File: config.mk
export PLATFORM = sky130hd
export DESIGN_NAME = byteFifoStatus
export DESIGN_NICKNAME = d
export VERILOG_FILES = /design/src/rtl/byte_fifo_pkg.sv /design/src/rtl/fifoData.sv /design/src/rtl/fifoCtrl.sv /design/src/rtl/byteFifoStatus.sv
export SDC_FILE = /design/constraint.sdc
export NUM_CORES = 1
export LEC_CHECK = 0
export CAP_MARGIN = 15
export CORE_UTILIZATION = 40
export DETAILED_ROUTE_END_ITERATION = 16
export DONT_BUFFER_PORTS = 1
export SETUP_SLACK_MARGIN = 0.1
export SYNTH_ARGS = -nofsm -noshare
export SYNTH_HDL_FRONTEND = slang
export SYNTH_HIERARCHICAL = 1
export SYNTH_SLANG_ARGS = --single-unit
File: constraint.sdc
create_clock -name clk -period 6.7 [get_ports clk]
set_input_delay 0.335 -clock clk [delete_from_list [all_inputs] [get_ports clk]]
set_output_delay 0.335 -clock clk [all_outputs]
set_load 0.02 [all_outputs]
File: src/rtl/byte_fifo_pkg.sv
package byte_fifo_pkg;
  localparam int LEN_W = 12;
  localparam int LEN_LO_W = 4;

  typedef struct packed {
    logic push;
    logic pop;
  } fifoStrobe_t;
endpackage

File: src/rtl/fifoData.sv
module fifoData
  import byte_fifo_pkg::*;
#(
  parameter int DEPTH = 12,
  parameter int DATA_W = 8
) (
  input  logic              clk,
  input  logic              rstN,
  input  fifoStrobe_t       strobe,
  input  logic [DATA_W-1:0] pushData,
  output logic [DATA_W-1:0] popData
);
  localparam int PTR_W = $clog2(DEPTH);
  localparam logic [PTR_W-1:0] LAST = PTR_W'(DEPTH - 1);

  logic [DATA_W-1:0] mem [DEPTH];
  logic [PTR_W-1:0]  wrPtr;
  logic [PTR_W-1:0]  rdPtr;

  always_ff @(posedge clk) begin
    if (strobe.push) mem[wrPtr] <= pushData;
  end

  always_ff @(posedge clk) begin
    if (!rstN) begin
      wrPtr <= '0;
      rdPtr <= '0;
    end else begin
      if (strobe.push) wrPtr <= (wrPtr == LAST) ? '0 : wrPtr + 1'b1;
      if (strobe.pop)  rdPtr <= (rdPtr == LAST) ? '0 : rdPtr + 1'b1;
    end
  end

  assign popData = mem[rdPtr];

  AST_WR_WRAP: assert property (@(posedge clk) disable iff (!rstN)
    (strobe.push && wrPtr == LAST) |=> (wrPtr == '0));
  AST_RD_WRAP: assert property (@(posedge clk) disable iff (!rstN)
    (strobe.pop && rdPtr == LAST) |=> (rdPtr == '0));
endmodule

File: src/rtl/fifoCtrl.sv
module fifoCtrl
  import byte_fifo_pkg::*;
#(
  parameter int DEPTH = 12,
  parameter int HIGH_MARK = 9,
  parameter int LOW_MARK = 3
) (
  input  logic             clk,
  input  logic             rstN,
  input  logic             enable,
  input  logic             dirTx,
  input  logic             pushValid,
  input  logic             popReq,
  input  logic             statusRead,
  input  logic             lenWrHi,
  input  logic             lenWrLo,
  input  logic [7:0]       lenWrData,
  input  logic             txEof,
  output fifoStrobe_t      strobe,
  output logic [7:0]       status,
  output logic             empty,
  output logic             full,
  output logic [LEN_W-1:0] txLen
);
  localparam int CNT_W = $clog2(DEPTH + 1);
  localparam logic [CNT_W-1:0] CNT_FULL = CNT_W'(DEPTH);
  localparam logic [CNT_W-1:0] CNT_HIGH = CNT_W'(HIGH_MARK);
  localparam logic [CNT_W-1:0] CNT_LOW = CNT_W'(LOW_MARK);

  logic [CNT_W-1:0] count;
  logic             ovfFlag;
  logic             ovfEvent;
  logic [7:0]       cntWide;
  logic [7:0]       cntLess;
  logic             hiMark;
  logic             loMark;

  assign full = (count == CNT_FULL);
  assign empty = (count == '0);
  assign ovfEvent = pushValid && full;
  assign strobe.push = pushValid && !full;
  assign strobe.pop = popReq && !empty;

  always_ff @(posedge clk) begin
    if (!rstN) begin
      count <= '0;
    end else begin
      case ({strobe.push, strobe.pop})
        2'b10: count <= count + 1'b1;
        2'b01: count <= count - 1'b1;
        default: count <= count;
      endcase
    end
  end

  // a fresh overflow outranks the clearing read
  always_ff @(posedge clk) begin
    if (!rstN) ovfFlag <= 1'b0;
    else if (ovfEvent) ovfFlag <= 1'b1;
    else if (statusRead) ovfFlag <= 1'b0;
  end

  assign cntWide = 8'(count);
  assign cntLess = empty ? 8'd0 : cntWide - 8'd1;
  assign hiMark = !dirTx && (count >= CNT_HIGH);
  assign loMark = dirTx && (count <= CNT_LOW);
  // bit 7 is reserved and tied low
  assign status = {1'b0, hiMark, loMark, ovfFlag, cntLess[3:0]};

  always_ff @(posedge clk) begin
    if (!rstN || !enable || txEof) begin
      txLen <= '0;
    end else begin
      if (lenWrHi) txLen[LEN_W-1:LEN_LO_W] <= lenWrData[LEN_W-LEN_LO_W-1:0];
      if (lenWrLo) txLen[LEN_LO_W-1:0] <= lenWrData[LEN_LO_W-1:0];
    end
  end

  AST_COUNT_LIMIT: assert property (@(posedge clk) disable iff (!rstN)
    count <= CNT_FULL);
  AST_FULL_DROP: assert property (@(posedge clk) disable iff (!rstN)
    (full && pushValid && !popReq) |=> full);
  AST_OVF_SET: assert property (@(posedge clk) disable iff (!rstN)
    (full && pushValid) |=> status[4]);
  AST_OVF_READ: assert property (@(posedge clk) disable iff (!rstN)
    (statusRead && !(full && pushValid)) |=> !status[4]);
  AST_LEN_EOF: assert property (@(posedge clk) disable iff (!rstN)
    txEof |=> (txLen == '0));
  AST_LEN_OFF: assert property (@(posedge clk) disable iff (!rstN)
    !enable |=> (txLen == '0));
endmodule

File: src/rtl/byteFifoStatus.sv
module byteFifoStatus
  import byte_fifo_pkg::*;
#(
  parameter int DEPTH = 12,
  parameter int HIGH_MARK = 9,
  parameter int LOW_MARK = 3
) (
  input  logic        clk,
  input  logic        rstN,
  input  logic        enable,
  input  logic        dirTx,
  input  logic        pushValid,
  input  logic [7:0]  pushData,
  input  logic        popReq,
  output logic [7:0]  popData,
  input  logic        statusRead,
  output logic [7:0]  status,
  output logic        empty,
  output logic        full,
  input  logic        lenWrHi,
  input  logic        lenWrLo,
  input  logic [7:0]  lenWrData,
  input  logic        txEof,
  output logic [11:0] txLen
);
  fifoStrobe_t strobe;

  fifoCtrl #(
    .DEPTH(DEPTH), .HIGH_MARK(HIGH_MARK), .LOW_MARK(LOW_MARK)
  ) uCtrl (
    .clk(clk), .rstN(rstN), .enable(enable), .dirTx(dirTx),
    .pushValid(pushValid), .popReq(popReq), .statusRead(statusRead),
    .lenWrHi(lenWrHi), .lenWrLo(lenWrLo), .lenWrData(lenWrData),
    .txEof(txEof), .strobe(strobe), .status(status), .empty(empty),
    .full(full), .txLen(txLen)
  );

  fifoData #(.DEPTH(DEPTH), .DATA_W(8)) uData (
    .clk(clk), .rstN(rstN), .strobe(strobe),
    .pushData(pushData), .popData(popData)
  );
endmodule

Word-level counts from Yosys, hierarchy flattened
Memories as Yosys holds them, arrays and structs flattened. A register that Yosys moved wholly into a read port is not among the register bits.
Cells that the tools add are included.
- add/sub/neg operators: 5
- multiplexer cells: 10
- $lt $le $gt $ge: 2
- equality and inequality tests: 5
- reduce and logical (&&, ||, !) cells: 15
- operators by type and width (cell ; number):
    $mux 4 ; 5
    $add 4x1->4 const B ; 3
    $eq 4x4->1 const B ; 3
    $pmux 4 s2 ; 1
    $sub 4x1->4 const B ; 2
    $logic_and 1x1->1 ; 5
    $logic_not 1->1 ; 5
    $ge 4x4->1 const B ; 1
    $le 4x2->1 const B ; 1
    $logic_not 4->1 ; 1
    $mux 1 ; 4
    $reduce_bool 2->1 ; 2
    $eq 2x1->1 const B ; 1
    $eq 2x2->1 const B ; 1
    $logic_or 1x1->1 ; 2
- bits in writable memories: 96
- output and inout bits: 30
- memories kept: 1
- word-level logic and storage cells: 44
- register bits: 25
- memories (memory ; words ; bits a word ; rd ports ; clocked after Yosys merged registers in ; wr ports ; RTL line ; text):
    uData.mem ; 12 ; 8 ; 1 ; 1 ; 1 ; fifoData.sv:16 ; logic [DATA_W-1:0] mem [DEPTH];

Depth between registers and ports, before layout
- word-level depth: 5
- mapped depth: 9

By module
The synthesis kept the hierarchy.
- modules (own cells, without submodules) (module ; sequential area each (µm²) ; cells each ; area an instance (µm²) ; instances):
    fifoData ; 3123.0 ; 249 ; 4410.5 ; 1
    fifoCtrl ; 340.3 ; 95 ; 867.1 ; 1

Worst setup path before layout
Ideal clock, no wire load.
- path type: register to register
- from: register uCtrl.count[0]
- to: register uCtrl.count[2]
- period minus slack after synthesis: 2.733 ns
- slack: 3.967 ns
- stages on the path, launching flop included: 8
- data arrival time: 2.664 ns
- path buffers: 0
- library setup time: 0.070 ns
- data required time: 6.630 ns
- cells stage by stage: dfxtp_1 > inv_1 > ha_1 > nor3b_1 > nor2b_1 > ha_1 > or3_2 > a21oi_1
- RTL lines (element ; RTL line ; text):
    start: declaration ; fifoCtrl.sv:30 ; logic [CNT_W-1:0] count;
    start signal: assignment ; fifoCtrl.sv:49 ; 2'b10: count <= count + 1'b1;
    start signal: assignment ; fifoCtrl.sv:50 ; 2'b01: count <= count - 1'b1;
    start signal: assignment ; fifoCtrl.sv:51 ; default: count <= count;

==> results by group <==
Worst setup path
  • Worst Path Arrival: 3370 ps
  • CP peak stage delay: 870 ps
  • Req. time, crit path: 7040 ps
  • Critical-path cell list: inv_1, ha_1, nor3b_1, nor2b_1, ha_1, or3_2, a21oi_1
  • Slowest stage cell on the critical path: nor3b_1
  • CP startpoint kind: register
  • Max Fanout on Critical Path: 7
  • Critical path buffers and inverters: 1
  • Worst R2R End: uCtrl/count[2]
  • Crit. End Element: register
  • Register-to-Register Path Depth: 7
  • R2r setup slk: 3670 ps
  • Critical path's most frequent cell: ha_1
  • Kind of critical path: register to register
  • Crit path max-delay family: simple AND/OR/NAND/NOR gates
  • R2r startpoint: uCtrl/count[1]

Timing
  • Setup WS post-layout: 3670 ps
  • Worst-margin pin slew: 1060 ps
  • FMAX: 330 MHz
  • Rel. slew slack: 29.3%
  • Final Skew: 8.30 ps
  • Final hold violation count: 0
  • Minimum clock period after layout: 3030 ps
  • Final Max Tran Viols: 0
  • Sum Neg Setup Slack: 0 ps
  • Final Setup Violations: 0
  • Fin crit share: 45.2%
  • RSZ-0062 raised after global routing: no

Clocking
  • H-tree Lvls: 4
  • Worst-path clk slew: 50 ps
  • Clk root buf: clkbuf_16
  • CTS buffer count: 17
  • Max clock buf depth: 2
  • CTS tree: yes
  • Post-CTS Setup Bufs: 0
  • Clock Latency Late Sink: 410 ps
  • Sink Count: 125

Global routing
  • First-pass GRT wire length: 15400 um
  • Gr ovfl total: 0
  • Gr usage total: 16.1%
  • Initial antenna violation count: 0
  • Largest net degree at the start of global routing: 33
  • Vias in the first global route: 2853

Placed design
  • Routability cong.: 0.766
  • Detail Placement HPWL: 6080 um
  • Dpl ws: 3680 ps
  • Port buffer count: 0

Route
  • DRC: 0
  • DR WL/cell: 18.7 um
  • Antenna-violating nets left: 0
  • Pre-antenna DRT Iters: 4
  • Via density: 5.21
  • Total number of vias: 2822
  • Routed WL: 10100 um
  • Initial DRC count: 235

Die
  • Row count: 41
  • CORE AREA: 0.0127 mm^2
  • Die ar.: 0.0137 mm^2
  • Initial Util: 41.5%
  • Die Wd: 117 um
  • Die height: 117 um
  • Boundary pin count: 56

Logic synthesis
  • Synth unique cells: 42
  • Yosys Warn Count: 6
  • Mapped Avg Cell Area: 15.3 um^2
  • Primary FF master, synth: edfxtp_1
  • Register area share after synthesis: 65.6%
  • Post-Synthesis Cells: 344
  • EDFF count, synth: 96
  • Synth Net Count: 380
  • Flops & latches, synth: 125
  • Synth async-reset ratio: 0%
  • Synthesized cell area: 0.00528 mm^2

Layout
  • Fillers: 1118
  • Antenna cells: 0
  • Share of layout cells above drive strength 1: 15.9%
  • Area Overhead vs Synth: 14.8%
  • Layout Nets: 393

Min path
  • Worst Hold Launch: pushData[4]
  • Worst hold path depth: 0
  • Hold EP: uData/mem[10][4]
  • Hold Path Class: input pin to register

Power
  • Worst vdd ir: 0.169 mV
  • Leakage power: 2.10 nW
  • Pwr/cell area: 348 mW/mm^2

Run status
  • Status: complete, no violations

Flow run
  • Max-cap violations: 0
## layout by cell type (no fill, tap or decap), types with 2 or more instances in the layout
master         instances
nand2_1               18
and2_1                 7
dfxtp_1               29
mux4_1                 8
mux2_2                16
mux2i_1               33
inv_1                  7
o22ai_1                8
nand2b_1               5
xor2_1                 3
and3_1                 4
ha_1                  10
edfxtp_1              96
clkbuf_16             17
a21oi_1                3
a21boi_0               5
clkinv_1               2
nor2_1                22
o31ai_2                8
and4b_1                2
clkinv_2               6
a22o_1                 8
o21ai_0                6
clkinvlp_4             2
dlygate4sd3_1         13
nor2b_1                8
nor3b_1                3
or3_2                  2
bufinv_16              3
## metrics by stage
stage          utilization (%)  hold slack (ps)  power [W]  instance area, um^2  cells
2_1_floorplan                -              434    0.00117                 5280    344
3_5_place_dp              42.0              434    0.00122                 5350    497
3_3_place_gp              42.0              434    0.00122                 5350    497
4_1_cts                   46.6            0.561    0.00211                 5930    529
5_1_grt                   47.6          0.00802    0.00219                 6060    542
6_report                  47.6             26.2    0.00211                 6060    542
## final cells by class
cell class | count | area, um^2 | share of cell area (%)
multi-input combinational | 192 | 1640 | 27.0
clock inverter | 14 | 151 | 2.50
inverter | 7 | 26.3 | 0.434
sequential | 125 | 3460 | 57.2
tap | 172 | 215 | 3.55
clock buffer | 18 | 429 | 7.08
timing repair buffer | 14 | 138 | 2.27
## cell families (layout without fill, tap and decap cells)
family,Yosys count,in the layout,synth area share [%]
compound gates,42,42,6.33
xor+xnor,4,4,0.664
simple gates,78,78,7.80
fa+ha+maj,10,10,2.37
flops,125,125,65.6
other cells,1,1,0.0711
buf+inv,27,53,3.48
mux,57,57,13.7
## flip-flops by register name (all words and copies together) (netlist names), named ones only
register	count
uData/mem	96
uCtrl/txLen	12
uCtrl/count	4
uData/rdPtr	4
uData/wrPtr	4
uCtrl/ovfFlag	1
## synthesized netlist by cell type, types with 6 or more instances
| cell type | n | area, um^2 |
|---|---|---|
| mux2i_1 | 33 | 330 |
| edfxtp_1 | 96 | 2880 |
| mux2_2 | 16 | 180 |
| o21ai_0 | 6 | 30.0 |
| dfxtp_1 | 29 | 581 |
| ha_1 | 10 | 125 |
| nor2b_1 | 8 | 50.1 |
| a22o_1 | 8 | 70.1 |
| o22ai_1 | 8 | 50.1 |
| o31ai_2 | 8 | 100 |
| mux4_1 | 8 | 210 |
| nand2_1 | 18 | 67.6 |
| and2_1 | 7 | 43.8 |
| inv_1 | 7 | 26.3 |
| nor2_1 | 22 | 82.6 |
## worst max path at each step
stage / cells after the start / slack, ps / to / from
after floorplan: 7 / 3970 / uCtrl/count[2] / uCtrl/count[0]
after global placement: 7 / 3730 / uCtrl/count[2] / uCtrl/count[0]
after detailed placement: 7 / 3680 / uCtrl/count[2] / uCtrl/count[1]
after CTS: 7 / 3670 / uCtrl/count[2] / uCtrl/count[1]
after global routing: 7 / 3400 / uCtrl/count[2] / uCtrl/count[0]
final: 7 / 3670 / uCtrl/count[2] / uCtrl/count[1]
## metal layers
metal | share of wire [%] | vias to the layer above | GRT usage [%]
met5 | 0 | - | 0
met4 | 2.2 | 0 | 8.95
met3 | 6.8 | 18 | 6.33
li1 | - | 1328 | -
met1 | 44 | 1373 | 19.1
met2 | 47 | 103 | 24.9
## what timing repair did
action                    in CTS  in global routing
hold buffers                   0                 13
gates resized for setup        0                  0
hold endpoints to repair       0                 83
## where the power goes
part	internal (W)	total (W)	switching [W]
Sequential	0.000862	0.000902	0.0000404
Clock	0.000577	0.000889	0.000312
Combinational	0.000118	0.000315	0.000196
Total	0.00156	0.00211	0.000549
(Power assumes the default switching activity.)
